`config.mk`:
```
export PLATFORM = sky130hd
export DESIGN_NAME = iom_pwrdn_ctl
export DESIGN_NICKNAME = d
export VERILOG_FILES = /design/src/rtl/iom_pwrdn_ctl.sv
export SDC_FILE = /design/constraint.sdc
export NUM_CORES = 1
export LEC_CHECK = 0
export CORE_ASPECT_RATIO = 1.5
export CORE_UTILIZATION = 55
export CTS_BUF_LIST = sky130_fd_sc_hd__clkbuf_4 sky130_fd_sc_hd__clkbuf_8
export DETAILED_ROUTE_END_ITERATION = 7
export GPL_ROUTABILITY_DRIVEN = 0
export PLACE_DENSITY = 0.82
export SLEW_MARGIN = 20
export SYNTH_ARGS = -nofsm -noshare
export SYNTH_HDL_FRONTEND = slang
export SYNTH_SLANG_ARGS = --single-unit
```
`constraint.sdc`:
```
create_clock -name clk -period 2.46 [get_ports clk]
set_input_delay 0.369 -clock clk [delete_from_list [all_inputs] [get_ports clk]]
set_output_delay 0.369 -clock clk [all_outputs]
set_load 0.01 [all_outputs]
```
`src/rtl/iom_pwrdn_ctl.sv`:
```
module iom_pwrdn_ctl #(
  parameter int BITS = 96,
  parameter int CI_POS = 26,
  parameter int OSC_CYC = 2000,
  parameter logic [3:0] ACT_CODE = 4'b1100,
  parameter logic [3:0] DEACT_CODE = 4'b1111
) (
  input  logic       clk,
  input  logic       rst,
  input  logic       cfs,
  input  logic       ldd,
  input  logic       spu,
  input  logic       line_act,
  input  logic       du,
  output logic       fsc,
  output logic       dcl,
  output logic       bcl,
  output logic       dd,
  output logic [1:0] mode,
  output logic [2:0] ack_num
);
  localparam int BW = $clog2(BITS);
  localparam int CI_END = CI_POS + 3;
  localparam int RESUME = CI_POS + 4;
  localparam int OW = $clog2(OSC_CYC + 1);

  typedef enum logic [1:0] {S_ACT = 2'd0, S_ACK = 2'd1, S_OFF = 2'd2, S_WAKE = 2'd3} st_t;

  st_t st;
  logic [1:0] ph;
  logic [BW-1:0] bit_cnt;
  logic [2:0] ack;
  logic [2:0] rx;
  logic [3:0] prev, acc;
  logic prev_vld, acc_vld;
  logic [OW-1:0] osc;

  wire running = (st == S_ACT) || (st == S_ACK);
  wire frame_end = (bit_cnt == BW'(BITS - 1)) && (ph == 2'd3);
  wire ci_bit = (bit_cnt >= BW'(CI_POS)) && (bit_cnt <= BW'(CI_END));
  wire ci_last = (bit_cnt == BW'(CI_END));
  wire [3:0] code = {rx, du};
  wire shut = cfs && !line_act && acc_vld && (acc == 4'hF);
  wire wake = spu || !du || !cfs || (line_act && !ldd);
  wire [3:0] txc = (st == S_ACK) ? DEACT_CODE : ACT_CODE;

  logic dd_ci;
  always_comb begin
    dd_ci = 1'b1;
    for (int i = 0; i < 4; i++)
      if (bit_cnt == BW'(CI_POS + i)) dd_ci = txc[3-i];
  end

  always_ff @(posedge clk) begin
    if (rst) begin
      st <= S_ACT;
      ph <= '0;
      bit_cnt <= '0;
      ack <= '0;
      rx <= '0;
      prev <= '0;
      acc <= '0;
      prev_vld <= 1'b0;
      acc_vld <= 1'b0;
      osc <= '0;
    end else begin
      case (st)
        S_ACT, S_ACK: begin
          ph <= ph + 2'd1;
          if (ph == 2'd3) bit_cnt <= frame_end ? '0 : bit_cnt + 1'b1;
          if (ph == 2'd1 && ci_bit) begin
            rx <= code[2:0];
            if (ci_last) begin
              if (prev_vld && code == prev) begin
                acc <= code;
                acc_vld <= 1'b1;
              end
              prev <= code;
              prev_vld <= 1'b1;
            end
          end
          if (st == S_ACT && frame_end && shut) begin
            st <= S_ACK;
            ack <= 3'd1;
          end
          if (st == S_ACK && frame_end) ack <= ack + 3'd1;
          if (st == S_ACK && ack == 3'd4 && ci_last && ph == 2'd3) begin
            st <= S_OFF;
            ack <= '0;
            bit_cnt <= BW'(RESUME);
            ph <= '0;
          end
        end
        S_OFF: begin
          if (wake) begin
            st <= S_WAKE;
            osc <= OW'(OSC_CYC - 1);
            prev_vld <= 1'b0;
            acc_vld <= 1'b0;
          end
        end
        default: begin
          if (osc == '0) st <= S_ACT;
          else osc <= osc - 1'b1;
        end
      endcase
    end
  end

  assign fsc = running ? (bit_cnt == '0) : 1'b1;
  assign dcl = running && !ph[0];
  assign bcl = running && !ph[1];
  assign dd = running ? dd_ci : 1'b1;
  assign mode = st;
  assign ack_num = ack;
endmodule

```
# == Word level (Yosys, flattened, before mapping) ==
# Index checks and enable logic that the tools add are counted.
# totals
out_inout_bits,9
register_bits,38
# classes
mux,29
bitwise_logic,1
n_reduce_logical,43
order_cmp,2
n_eq_ne,17
add_sub_neg,4
# op_table
cell,count
$mux 11,2
$pmux 11 s2,1
$eq 7x5->1 const B,3
$mux 7,3
$logic_and 1x1->1,16
$mux 2,6
$logic_not 11->1,1
$mux 1,11
$sub 11x1->11 const B,1
$mux 3,3
$reduce_and 3->1,3
$ne 2x2->1 const B,4
$reduce_and 4->1,2
$add 7x1->7 const B,1
$eq 7x7->1 const B,1
$ge 7x5->1 const B,1
$le 7x5->1 const B,1
$logic_not 7->1,1
$logic_not 1->1,6
$reduce_and 2->1,3
$reduce_bool 3->1,2
$reduce_and 5->1,1
$eq 2x1->1 const B,2
$eq 2x2->1 const B,2
other kinds (14),19

# == Depth between registers and ports, before layout ==
# logic_depth
word_depth,8
ltp_mapped,7

# == Least setup slack after synthesis ==
# Ideal clock, no wire load.
# synth_timing
path_type,register to register
start,"register ack[0], in the netlist ack_num[0]"
end,register bit_cnt[5]
path_buffers,1
arrival_time_ns,1.674
slack_ns,0.716
period_less_slack_ns,1.744
setup_time_ns,0.070
stages_incl_launch_ff,8
path_cell_list,dfxtp_1 -> inv_1 -> ha_1 -> and4_1 -> and4_1 -> buf_4 -> a2111o_1 -> a21oi_1
# synth_via
elab_chain_cells,6
elab_cells_between_ends,7
classes_between,1 x eq/ne; 1 x mux; 5 x reduce/logical
# synth_lines
item,line_no,rtl
"start, declared",32,logic [2:0] ack;
"start signal, assigned",86,if (st == S_ACK && frame_end) ack <= ack + 3'd1;
$eq 3x3->1 (*),87,if (st == S_ACK && ack == 3'd4 && ci_last && ph == 2'd3) begin
$logic_and 1x1->1 (*) (3 in series),87,
$reduce_bool 2->1 (no line),-,
$reduce_and 2->1 (no line),-,
"end signal, assigned",70,if (ph == 2'd3) bit_cnt <= frame_end ? '0 : bit_cnt + 1'b1;
"end signal, assigned",90,bit_cnt <= BW'(RESUME);
"end, declared",31,logic [BW-1:0] bit_cnt;
# Every way passes the cells marked *; elsewhere a longest branch is shown, timed or not.
# A chain may end at the register's enable or synchronous reset.

# == Final worst setup path ==
# layout_timing
start,register bit_cnt[1]
end,output port dd
# layout_via
elab_chain_cells,4
elab_cells_between_ends,5
classes_between,2 x eq/ne; 3 x mux
# layout_lines
item,line_no,rtl
$eq 7x5->1,51,if (bit_cnt == BW'(CI_POS + i)) dd_ci = txc[3-i];
$mux 1,51,
$mux 1 (*),51,
$mux 1 (*),113,assign dd = running ? dd_ci : 1'b1;
"end, declared",18,"output logic dd,"
# Marks and branches as above.

==> results.py <==
metrics = {
    "die": {
        "fp.dieH_um": 80.18,
        "start_util": 0.5711,
        "core_area_sq_mm": 0.003924,
        "io_pins": 16,
        "die_w_um": 54.12,
        "die_area_sq_mm": 0.004339,
        "rows": 28,
    },
    "worst_setup_path": {
        "start_kind": "flop",
        "reg2reg_depth": 5,
        "cp_data_required_time_ns": 2.09,
        "startpoint": "bit_cnt[1]",
        "reg2reg_from": "bit_cnt[1]",
        "cp_max_fo": 8,
        "crit_end": "dd",
        "worstSetupPathType": "flop to output port",
        "rrSetupSlack_ns": 0.46,
        "reg2reg_to": "ack_num[1]",
        "worstPathArrival_ns": 1.92,
        "end_kind": "output port",
    },
    "pwr": {
        "p_per_area_mw_per_mm2": 470.8,
        "power.leakage_nw": 0.9290,
        "ir_worst_vdd_mv": 0.3640,
    },
    "final_layout": {
        "finalNetCount": 286,
        "drive_gt1_frac": 0.09259,
        "fin_cells": 315,
        "design_area_sq_mm": 0.002489,
        "syn_to_final_growth_pct": 11.06,
        "diodes": 0,
        "fill_cells": 361,
        "utilization": 0.6342,
    },
    "worst_hold_path": {
        "hp-class": "flop to flop",
    },
    "route": {
        "wl_per_cell_um": 15.60,
        "viasPerCell": 6.359,
        "dr.pass1.iters": 4,
        "ant_nets": 0,
        "drtIter0Drc": 36,
        "dr_total_vias": 2003,
        "routed_wl_mm": 4.913,
        "drc": 0,
    },
    "placement": {
        "dpl_cell_area_sq_mm": 0.002394,
        "hpwl_mm": 3.562,
        "dp.cells": 307,
        "port_buffers": 15,
    },
    "synthesis": {
        "ys_warn_count": 0,
        "yosysTopAreaCell": "dfxtp_1",
        "ys_ff_latch": 38,
        "synth_fp_nets": 275,
        "synth_top_area_frac": 0.3395,
        "synth_area_leaders": "dfxtp_1, ha_1, a21oi_1, o31ai_1, nor2_1",
        "avgSynthCellArea_sq_um": 8.686,
        "syn_inst": 258,
        "async_flop_share": 0,
        "netlist_area_sq_mm": 0.002241,
        "ys_types": 64,
        "ys.flop_type": "dfxtp_1",
        "synth-seq-area-share": 0.3395,
        "synth_edf_count": 0,
    },
    "global_routing": {
        "grt-ovfl-total": 0,
        "grt_pass1_wl_mm": 8.148,
        "grt_pass1_vias": 1850,
        "track_usage": 0.2521,
        "antenna_found_initial": 0,
        "grt_start_max_net_pins": 18,
    },
    "clock_network": {
        "clk_pin_slew_ns": 0.08,
        "cts_made_buffers": 5,
        "cts_setup_buffers": 0,
        "cts_resized": 0,
        "cts_buffer_depth": 2,
        "ctsHtreeMaxLevel": 2,
        "ctsHoldBuffers": 0,
        "clockRootBuffer": "clkbuf_8",
        "insertion_delay_ns": 0.29,
        "cts_sinks": 38,
        "cts_tree": "built",
    },
    "sta": {
        "max_freq_mhz": 436.3,
        "slew_headroom": 0.5608,
        "setup_viol": 0,
        "slew_violations": 0,
        "tns_ns": 0,
        "finClkSkew_ns": 0.006247,
        "final_hold_viol_count": 0,
        "rsz0062_at_grt": "false",
        "fin_crit_sh": 0.9318,
        "worst_slew_pin_slew_ns": 0.6579,
        "fin_crit_ns": 2.292,
    },
    "job": {
        "drv_cap": 0,
    },
    "outcome": {
        "status": "completed",
    },
}
[Yosys cell counts, drive strengths merged, types with 4 or more instances]
cell type,instances
dfxtp,38
a21oi,22
nor2,20
nand2,18
inv,12
nand4,12
nand3,11
o31ai,11
ha,10
and3,9
o21ai,8
and4,7
clkbuf,7
buf,6
nor3,6
a211oi,4
a31oi,4
mux2i,4
nor2b,4
xnor2,4
[power by group]
group / internal, mW / total, mW / switching, mW
clock network: 0.225 / 0.458 / 0.233
logic: 0.0392 / 0.0853 / 0.0461
registers: 0.620 / 0.628 / 0.00846
total: 0.884 / 1.17 / 0.287
[how the worst min path moves through the flow]
stage | depth (start not counted) | start | slack (ns) | end
5_1_grt | 2 | acc[0] | 0.49 | acc[0]
6_report | 2 | prev[3] | 0.47 | prev[3]
2_1_floorplan | 2 | acc_vld | 0.44 | acc_vld
4_1_cts | 2 | prev[1] | 0.47 | prev[1]
3_5_place_dp | 2 | prev[1] | 0.46 | prev[1]
3_3_place_gp | 2 | prev[1] | 0.45 | prev[1]
[final cells by class]
class | instances | area, sq um | area share
clock buffer | 6 | 82.58 | 0.03318
timing repair buffer | 17 | 165.2 | 0.06636
clock inverter | 2 | 12.51 | 0.005028
tap | 45 | 56.30 | 0.02262
inverter | 12 | 45.04 | 0.01810
sequential | 38 | 760.7 | 0.3057
multi-input combinational | 195 | 1366 | 0.5490
[worst max-delay path, stage by stage, from the launching register on]
cell and delay (ns):
dfxtp_1 0.48, inv_1 0.10, ha_1 0.26, nor2_1 0.12, nor2_1 0.04, nand3_1 0.08
clkdlybuf4s50_1 0.54
[layout by cell type (no fill, tap or decap), types with 2 or more instances in the layout]
cell type and instances:
inv_1 11, a211oi_1 2, a21oi_1 22, clkbuf_8 6, ha_1 10, mux2i_1 4, o21ai_0 7, a311oi_1 2
nand2_1 17, nand3_1 11, a41o_1 2, buf_4 2, nor3_1 4, a211oi_2 2, and2_1 2, nand2b_1 3
a311o_1 2, xnor2_1 4, nor2b_1 3, o31ai_1 11, clkdlybuf4s50_1 15, and4_1 6, and3_1 9, o311a_1 3
nor2_1 20, nand4_1 11, a31oi_1 3, nor3b_1 3, dfxtp_1 38
[metal layers]
layer	share of wire	global-route usage	routed length [um]	vias to the layer above
met5	0	0	0	-
met3	0.027	0.04924	132	7
met2	0.53	0.4494	2607	36
li1	-	-	-	997
met4	0.016	0.08974	80	0
met1	0.43	0.2836	2092	963
[per-stage QoR]
step	total power, mW	hold WS [ns]	setup slack, ns
3_5_place_dp	0.7272	0.4620	0.3724
3_3_place_gp	0.7248	0.4542	0.4221
6_report	1.172	0.4690	0.1678
5_1_grt	1.211	0.4888	0.04859
2_1_floorplan	0.6936	0.4364	0.7161
4_1_cts	1.180	0.4733	0.1690
[sequential cells by signal, summed over array words and instances (netlist names)]
| signal | cells |
|---|---|
| osc | 11 |
| bit_cnt | 7 |
| acc | 4 |
| prev | 4 |
| ack_num | 3 |
| rx | 3 |
| mode | 2 |
| ph | 2 |
| acc_vld | 1 |
| prev_vld | 1 |
[kinds of logic after synthesis]
group	after synthesis	synth area share
flip-flops	38	0.3395
AND/OR/NAND/NOR	106	0.2920
buffers and inverters	25	0.05080
multiplexers	4	0.01787
adder cells (fa/ha/maj)	10	0.05583
XOR/XNOR	5	0.01954
AO/OA/AOI/OAI	70	0.2245
No activity file was read; power rests on OpenSTA's default activity.
